[config.mk]
export PLATFORM = sky130hd
export DESIGN_NAME = segx_unit
export DESIGN_NICKNAME = d
export VERILOG_FILES = /design/src/rtl/segx_pkg.sv /design/src/rtl/segx_table.sv /design/src/rtl/segx_lookup.sv /design/src/rtl/segx_unit.sv
export SDC_FILE = /design/constraint.sdc
export NUM_CORES = 1
export LEC_CHECK = 0
export BUFFER_PORTS_ARGS = -buffer_cell sky130_fd_sc_hd__buf_2
export CORE_ASPECT_RATIO = 1.25
export CORE_MARGIN = 3
export CORE_UTILIZATION = 35
export DETAILED_ROUTE_END_ITERATION = 7
export SYNTH_ARGS = -nofsm -noshare
export SYNTH_HDL_FRONTEND = slang
export SYNTH_SLANG_ARGS = --single-unit
[constraint.sdc]
create_clock -name clk -period 2.9 [get_ports clk]
set_input_delay 0.58 -clock clk [delete_from_list [all_inputs] [get_ports clk]]
set_output_delay 0.58 -clock clk [all_outputs]
set_load 0.05 [all_outputs]
[src/rtl/segx_pkg.sv]
package segx_pkg;

    localparam int VA_W     = 14;
    localparam int SEG_BITS = 2;
    localparam int NUM_SEGS = 1 << SEG_BITS;
    localparam int OFF_W    = VA_W - SEG_BITS;
    localparam int LIM_W    = OFF_W + 1;
    localparam int PA_W     = 16;

    typedef enum logic [1:0] {
        CAUSE_NONE  = 2'b00,
        CAUSE_ABSENT = 2'b01,
        CAUSE_LIMIT = 2'b10,
        CAUSE_PROT  = 2'b11
    } fault_cause_e;

    typedef enum logic [1:0] {
        ACC_FETCH     = 2'b00,
        ACC_LOAD      = 2'b01,
        ACC_STORE     = 2'b10,
        ACC_STORE_ALT = 2'b11
    } acc_kind_e;

    typedef struct packed {
        logic             present;
        logic             writable;
        logic [PA_W-1:0]  base;
        logic [LIM_W-1:0] limit;
    } seg_entry_t;

    typedef seg_entry_t [NUM_SEGS-1:0] seg_table_t;

    typedef struct packed {
        logic            valid;
        logic [PA_W-1:0] paddr;
        logic            fault;
        fault_cause_e    cause;
    } xlate_rsp_t;

endpackage

[src/rtl/segx_table.sv]
module segx_table
    import segx_pkg::*;
(
    input  logic                clk,
    input  logic                rst_n,
    input  logic                wr_en,
    input  logic                wr_priv,
    input  logic [SEG_BITS-1:0] wr_idx,
    input  seg_entry_t          wr_entry,
    output seg_table_t          table_o,
    output logic                reject_o
);

    typedef struct packed {
        seg_table_t ents;
        logic       reject;
    } tbl_state_t;

    tbl_state_t state_d, state_q;
    logic [NUM_SEGS-1:0] wr_hit;

    // One decoder slice per entry.
    generate
        for (genvar g = 0; g < NUM_SEGS; g++) begin : g_hit
            assign wr_hit[g] = wr_en && wr_priv && (wr_idx == SEG_BITS'(g));
        end
    endgenerate

    always_comb begin
        state_d        = state_q;
        state_d.reject = wr_en && !wr_priv;
        for (int i = 0; i < NUM_SEGS; i++) begin
            if (wr_hit[i]) begin
                state_d.ents[i] = wr_entry;
            end
        end
    end

    always_ff @(posedge clk or negedge rst_n) begin
        if (!rst_n) begin
            state_q <= '0;
        end else begin
            state_q <= state_d;
        end
    end

    assign table_o  = state_q.ents;
    assign reject_o = state_q.reject;

endmodule

[src/rtl/segx_lookup.sv]
module segx_lookup
    import segx_pkg::*;
(
    input  seg_table_t       table_i,
    input  logic [VA_W-1:0]  vaddr_i,
    input  logic [1:0]       kind_i,
    output logic [PA_W-1:0]  paddr_o,
    output fault_cause_e     cause_o
);

    logic [SEG_BITS-1:0] seg_sel;
    logic [OFF_W-1:0]    offset;
    seg_entry_t          ent;
    logic [PA_W-1:0]     sum;
    logic                over_limit;
    logic                is_store;
    acc_kind_e           kind;

    always_comb begin
        seg_sel    = vaddr_i[VA_W-1:OFF_W];
        offset     = vaddr_i[OFF_W-1:0];
        ent        = table_i[seg_sel];
        kind       = acc_kind_e'(kind_i);
        is_store   = (kind == ACC_STORE) || (kind == ACC_STORE_ALT);
        sum        = ent.base + PA_W'(offset);
        over_limit = ({1'b0, offset} >= ent.limit);

        // Absent beats limit, limit beats protection.
        if (!ent.present) begin
            cause_o = CAUSE_ABSENT;
        end else if (over_limit) begin
            cause_o = CAUSE_LIMIT;
        end else if (is_store && !ent.writable) begin
            cause_o = CAUSE_PROT;
        end else begin
            cause_o = CAUSE_NONE;
        end

        paddr_o = (cause_o == CAUSE_NONE) ? sum : '0;
    end

endmodule

[src/rtl/segx_unit.sv]
module segx_unit
    import segx_pkg::*;
(
    input  logic             clk,
    input  logic             rst_n,
    input  logic             req_valid,
    input  logic [13:0]      req_vaddr,
    input  logic [1:0]       req_kind,
    input  logic             cfg_we,
    input  logic             cfg_priv,
    input  logic [1:0]       cfg_idx,
    input  logic [15:0]      cfg_base,
    input  logic [12:0]      cfg_limit,
    input  logic             cfg_seg_valid,
    input  logic             cfg_seg_writable,
    output logic             rsp_valid,
    output logic [15:0]      rsp_paddr,
    output logic             rsp_fault,
    output logic [1:0]       rsp_cause
    ,output logic            cfg_reject
);

    seg_entry_t   wr_entry;
    seg_table_t   tbl;
    logic [PA_W-1:0] lk_paddr;
    fault_cause_e lk_cause;
    xlate_rsp_t   rsp_d, rsp_q;

    always_comb begin
        wr_entry.present  = cfg_seg_valid;
        wr_entry.writable = cfg_seg_writable;
        wr_entry.base     = cfg_base;
        wr_entry.limit    = cfg_limit;
    end

    segx_table i_table (
        .clk      (clk),
        .rst_n    (rst_n),
        .wr_en    (cfg_we),
        .wr_priv  (cfg_priv),
        .wr_idx   (cfg_idx),
        .wr_entry (wr_entry),
        .table_o  (tbl),
        .reject_o (cfg_reject)
    );

    segx_lookup i_lookup (
        .table_i (tbl),
        .vaddr_i (req_vaddr),
        .kind_i  (req_kind),
        .paddr_o (lk_paddr),
        .cause_o (lk_cause)
    );

    always_comb begin
        rsp_d = '0;
        if (req_valid) begin
            rsp_d.valid = 1'b1;
            rsp_d.paddr = lk_paddr;
            rsp_d.cause = lk_cause;
            rsp_d.fault = (lk_cause != CAUSE_NONE);
        end
    end

    always_ff @(posedge clk or negedge rst_n) begin
        if (!rst_n) begin
            rsp_q <= '0;
        end else begin
            rsp_q <= rsp_d;
        end
    end

    assign rsp_valid = rsp_q.valid;
    assign rsp_paddr = rsp_q.paddr;
    assign rsp_fault = rsp_q.fault;
    assign rsp_cause = rsp_q.cause;

endmodule

==> impl_metrics.csv, run 1 <==
group,metric,value,unit
floorplanning,num_rows,57,
place,place_area,8014,um^2
detailed_routing,wl_per_cell,17.98,um
power_and_ir_drop,vdd_drop_max,0.4453,mV
synthesis,netlist_area,6987,um^2
global_route,grt_pass1_vias,4878,
sta,period_share,96.73,%
sta,report.final.hold_viol_count,0,
worst_setup_path,critPathCaptureType,"flop",
min_path,hp-class,"primary input to asynchronous set/reset pin",
synthesis,yosysWarnings,0,
cells_and_area,drive_gt1_share,51.86,%
synthesis,synth_ff_type,"dfrtp_1",
synthesis,synthDistinctLibCells,46,
worst_setup_path,critPathKind,"primary input to flop",
power_and_ir_drop,finalPower,0.006639,W
worst_setup_path,r2r_start,"i_table.table_o[75]",
synthesis,synth.top_cells.by_count,"dfrtp_1 (145), mux2_2 (124), ha_1 (24), mux4_2 (23), inv_1 (19)",
synthesis,post-synth-top-area-fraction,51.93,%
place,pre_cts_ws,-0.4335,ns
synthesis,synth_edf_count,0,
synthesis,async_flop_share,100.0,%
place,place_hpwl,11150,um
cells_and_area,syn2layout_area_growth,25.18,%
job,maxCapViolCount,0,
place,portBuffers,73,
clock_network,numCtsBuffers,17,
sta,grt_setup_unrepaired,"no",
power_and_ir_drop,pwr_density_cell,759.1,nW/um^2
clock_network,clkSinkCount,145,
worst_setup_path,path_max_fanout,8,
detailed_routing,drc_errors,0,
synthesis,ys_seq_elements,145,
synthesis,synth_largest_area_cell,"dfrtp_1",
global_route,antenna_found_initial,3,
sta,clock-skew-final,0.008526,ns
detailed_routing,vias_per_cell,4.945,
detailed_routing,postRouteAntennaNets,0,
worst_setup_path,cp-start-kind,"primary input",
clock_network,htree_levels,4,
global_route,grt_first_pass_wirelength,25590,um
worst_setup_path,startpoint,"req_vaddr[12]",
sta,maxSlewHeadroom,56.31,%
sta,worst_slew_pin_slew,0.6554,ns
floorplanning,die_w,132.4,um
worst_setup_path,worstPathArrival,3.14,ns
clock_network,clockRootBuffer,"clkbuf_16",
detailed_routing,drtPass1Iterations,4,
worst_setup_path,r2r_slack,0.19,ns
sta,min_period,2.805,ns
cells_and_area,final_area,8746,um^2
floorplanning,die_height,164.0,um
synthesis,syn_avg_cell_area,14.44,um^2
detailed_routing,vias,4371,
cells_and_area,finish.utilization,44.76,%
floorplanning,die_area,21700,um^2
global_route,gr-total-overflow,0,
place,gp_congestion,0.7920,
cells_and_area,fin_nets,686,
floorplanning,io_pins,75,
worst_setup_path,crit_required,3.23,ns
floorplanning,core_area,19540,um^2
clock_network,cts.path.max_buffers,2,
synthesis,synth_nets,563,
detailed_routing,drt_iter0_markers,173,
clock_network,holdBufCountCts,0,
synthesis,syn-instance-count,484,
synthesis,synth_most_common_cell,"dfrtp_1",
outcome,status,"finished clean",
clock_network,insertion_delay,0.42,ns
global_route,grt_max_degree,70,
sta,maxSlewViolCount,0,
detailed_routing,wirelength,15900,um
clock_network,clkTransAtPathRegs,0.06,ns
global_route,grt.total_usage,15.19,%
sta,finalSetupViolCount,0,
worst_setup_path,r2r_cells,10,
synthesis,ys_seq_area_share,51.93,%
sta,layout_setup_ws,0.09470,ns
clock_network,tritoncts,"built",
cells_and_area,antennaDiodeCount,0,
power_and_ir_drop,power.leakage,3.994,nW
worst_setup_path,regToRegEndpoint,"rsp_paddr[12]",
synthesis,synth.area.top_cells,"dfrtp_1 (52%), mux2_2 (20%), mux4_2 (7.4%)",
sta,max_freq,0.3565,GHz
floorplanning,start_util,35.75,%
[per-stage QoR]
stage          cells  setup TNS [ns]  hold WS (ns)
2_1_floorplan    484         -0.8807        0.2844
3_3_place_gp     848          -6.268        0.4793
3_5_place_dp     848          -6.530        0.4876
4_1_cts          879               0        0.1805
5_1_grt          884               0        0.2099
6_report         884               0        0.1605
[registers in the layout, summed over array words and instances, names as in the netlist]
name / count
rsp_cause: 2
rsp_paddr: 16
rsp_valid: 1
rsp_fault: 1
i_table.reject_o: 1
i_table.table_o: 124
[critical path, stage by stage]
cell      delay, ns
buf_6          0.10
buf_12         0.13
buf_6          0.12
mux4_2         0.49
inv_1          0.07
ha_1           0.24
a21o_1         0.18
a21o_1         0.16
a221oi_2       0.27
o211a_1        0.30
o211ai_4       0.16
buf_12         0.17
nor3b_2        0.16
[layout make-up]
| cell class | count | area [um^2] |
|---|---|---|
| tap | 265 | 331.6 |
| fill | 1783 | 10800 |
| sequential | 145 | 3628 |
| clock buffer | 21 | 470.5 |
| clock inverter | 10 | 133.9 |
| timing repair buffer | 125 | 864.6 |
| inverter | 19 | 71.32 |
| multi-input combinational | 299 | 3246 |
[where the power goes]
| group | internal (W) | switching, W |
|---|---|---|
| registers | 0.00244 | 0.000187 |
| clock network | 0.00141 | 0.000823 |
| logic | 0.000930 | 0.000845 |
[cell families after synthesis]
family | count (synthesis) | synth area share (%)
AOI/OAI and AO/OA | 56 | 5.355
buffers and inverters | 40 | 2.579
muxes | 157 | 30.69
adders and majority gates | 25 | 4.585
DFF | 145 | 51.93
xor gates and xnor gates | 5 | 0.6268
and+or+nand+nor | 56 | 4.226
[how the worst max path moves through the flow]
stage                     to  slack (ns)  cells after the start
3_3_place_gp   rsp_paddr[12]       -0.43                     13
4_1_cts        rsp_paddr[12]       0.002                     12
5_1_grt        rsp_paddr[12]       0.007                     13
3_5_place_dp    rsp_paddr[2]       -0.43                     12
6_report       rsp_paddr[12]        0.09                     13
2_1_floorplan  rsp_paddr[14]       -0.29                     13
[repair_timing]
action | in CTS | in global routing
setup buffers | 0 | 3
setup endpoints to repair | 0 | 10
resized for setup | 0 | 13
[routing by layer]
| metal | global-route usage [%] | vias up | wire length (um) | share of wire (%) |
|---|---|---|---|---|
| li1 | - | 2041 | - | - |
| met1 | 18.33 | 2238 | 6677 | 42 |
| met2 | 26.57 | 62 | 8361 | 53 |
| met3 | 4.320 | 24 | 621 | 3.9 |
| met4 | 4.442 | 6 | 208 | 1.3 |
| met5 | 0 | - | 30 | 0.19 |
[cells in the final DEF (no fill, tap or decap), types with 6 or more instances in the layout]
cell         n
o21ai_0     12
mux4_2      23
ha_1        23
mux4_1       8
a21oi_1     11
nor2_1      17
dfrtp_1    145
buf_4       44
mux2_2     124
nor2b_1      7
buf_2       71
clkbuf_16   19
nand2_1      6
inv_1       19
(Power assumes the default switching activity.)
==> run 2, diff against run 1 <==
--- a/config.mk
+++ b/config.mk
@@ -10,6 +10,7 @@
 export CORE_MARGIN = 3
 export CORE_UTILIZATION = 35
 export DETAILED_ROUTE_END_ITERATION = 7
+export PLACE_DENSITY = 0.54
 export SYNTH_ARGS = -nofsm -noshare
 export SYNTH_HDL_FRONTEND = slang
 export SYNTH_SLANG_ARGS = --single-unit
==> impl_metrics.csv, run 2 (same netlist as run 1, synthesis figures left out) <==
group,metric,value,unit
outcome,status,"finished clean",
cells_and_area,drive_gt1_share,51.39,%
worst_setup_path,r2r_slack,0.21,ns
global_route,gr-total-overflow,0,
min_path,hp-class,"primary input to asynchronous set/reset pin",
place,place_area,8041,um^2
cells_and_area,fillerInstances,1832,
clock_network,clkSinkCount,145,
cells_and_area,largest_reg_flops,124,
sta,maxSlewHeadroom,55.65,%
detailed_routing,vias,4378,
detailed_routing,wirelength,15970,um
clock_network,cts.path.max_buffers,2,
clock_network,htree_levels,4,
worst_setup_path,critPathMaxStageDelay,0.51,ns
floorplanning,start_util,35.75,%
sta,worst_slew_pin_slew,0.6653,ns
sta,period_share,95.20,%
worst_setup_path,regToRegEndpoint,"rsp_paddr[12]",
cells_and_area,final_area,8640,um^2
sta,report.final.hold_viol_count,0,
detailed_routing,drtPass1Iterations,4,
global_route,grt_pass1_vias,4757,
cells_and_area,syn2layout_area_growth,23.66,%
job,maxCapViolCount,0,
global_route,grt.total_usage,15.28,%
clock_network,holdBufCountCts,0,
cells_and_area,final_cell_mix,"dfrtp_1 (145), mux2_2 (124), buf_2 (71)",
detailed_routing,wl_per_cell,18.17,um
place,portBuffers,73,
power_and_ir_drop,finalPower,0.006437,W
clock_network,clockRootBuffer,"clkbuf_16",
detailed_routing,drc_errors,0,
worst_setup_path,r2r_cells,10,
cells_and_area,layout.area.seq,3628,um^2
clock_network,numCtsBuffers,17,
place,gp_congestion,0.7971,
worst_setup_path,worstPathCellList,"clkbuf_4 > buf_12 > buf_12 > mux4_2 > inv_1 > ha_1 > a21o_1 > a221oi_2 > o211a_1 > o211ai_2 > buf_12 > nor3_1",
global_route,grt_max_degree,72,
clock_network,insertion_delay,0.42,ns
worst_setup_path,worstPathArrival,3.10,ns
worst_setup_path,cp-start-kind,"primary input",
sta,max_freq,0.3622,GHz
cells_and_area,multiInputGateArea,3236,um^2
worst_setup_path,r2r_start,"i_table.table_o[13]",
sta,min_period,2.761,ns
power_and_ir_drop,power.leakage,3.935,nW
sta,clock-skew-final,0.007085,ns
clock_network,tritoncts,"built",
floorplanning,num_rows,57,
floorplanning,core_area,19540,um^2
power_and_ir_drop,vdd_drop_max,0.3870,mV
sta,maxSlewViolCount,0,
detailed_routing,vias_per_cell,4.981,
global_route,antenna_found_initial,1,
sta,finalSetupViolCount,0,
floorplanning,die_w,132.4,um
cells_and_area,fin_nets,679,
floorplanning,io_pins,75,
floorplanning,die_area,21700,um^2
place,place_hpwl,11300,um
cells_and_area,final_common_cell,"dfrtp_1",
worst_setup_path,critPathCaptureType,"flop",
worst_setup_path,critPathKind,"primary input to flop",
global_route,grt_first_pass_wirelength,25460,um
sta,grt_setup_unrepaired,"no",
clock_network,clkTransAtPathRegs,0.06,ns
worst_setup_path,crit_required,3.23,ns
worst_setup_path,cpMostUsedCell,"buf_12",
floorplanning,die_height,164.0,um
worst_setup_path,path_max_fanout,15,
worst_setup_path,cp_slowest_cell,"mux4_2",
detailed_routing,postRouteAntennaNets,0,
power_and_ir_drop,pwr_density_cell,745.1,nW/um^2
detailed_routing,drt_iter0_markers,109,
run 2: changes by cell type in the layout (fill, tap and decap cells not counted), sizes merged:
| cell | delta |
|---|---|
| buf | -6 |
| bufinv | -2 |
| clkbuf | -1 |
| clkinv | +2 |
| clkinvlp | +1 |
| diode | +1 |
run 2: final cells by class:
cell class              count  share of cell area, %
inverters                  19                 0.8255
flip-flops and latches    145                  42.00
repair buffers            118                  9.399
well taps                 265                  3.838
diodes                      1                0.02896
clock buffers              21                  5.445
multi-input cells         299                  37.45
clock inverters            11                  1.014
run 2: worst max-delay path by stage:
stage                  startpoint             to  slack, ns  cells after the start
finish              req_vaddr[12]   rsp_paddr[2]       0.14                     12
floorplan           req_vaddr[12]  rsp_paddr[14]      -0.29                     13
CTS                 req_vaddr[12]  rsp_paddr[11]       0.06                     10
global route        req_vaddr[12]   rsp_paddr[2]       0.01                     12
detailed placement  req_vaddr[12]  rsp_paddr[11]      -0.36                     10
global placement    req_vaddr[12]  rsp_paddr[12]      -0.33                     13
run 2: timing repair:
| item | 4_1_cts | 5_1_grt |
|---|---|---|
| gates resized for setup | 0 | 8 |
| buffers inserted | 0 | 1 |
| setup endpoints to repair | 0 | 8 |
run 2: critical path: cells and delay by family:
family	cells	cell delay, ns
multiplexers	1	0.51
buffers and inverters	5	0.70
adder cells (fa/ha/maj)	1	0.24
AO/OA/AOI/OAI	4	0.86
AND/OR/NAND/NOR	1	0.19
run 2: report_power, final:
group	switching [W]	internal, W
registers	0.000186	0.00244
logic	0.000837	0.000919
clock network	0.000817	0.00123
run 2: per-stage QoR:
stage	instances	setup slack, ns	hold slack, ns	util (%)	TNS, ns
final	879	0.1391	0.1774	44.21	0
after global routing	879	0.01186	0.2238	44.21	0
after CTS	877	0.06150	0.1949	44.01	0
after detailed placement	845	-0.3621	0.4882	41.15	-5.085
after global placement	845	-0.3267	0.4798	41.15	-4.646
after floorplan	484	-0.2865	0.2844	-	-0.8807
run 2: layer usage:
layer  part of all wire [%]  GRT usage (%)  wire [um]
met2                     51          26.54       8186
met1                     43          18.52       6841
met3                    3.7          3.707        594
met4                    2.2          5.624        349
met5                      0              0          0
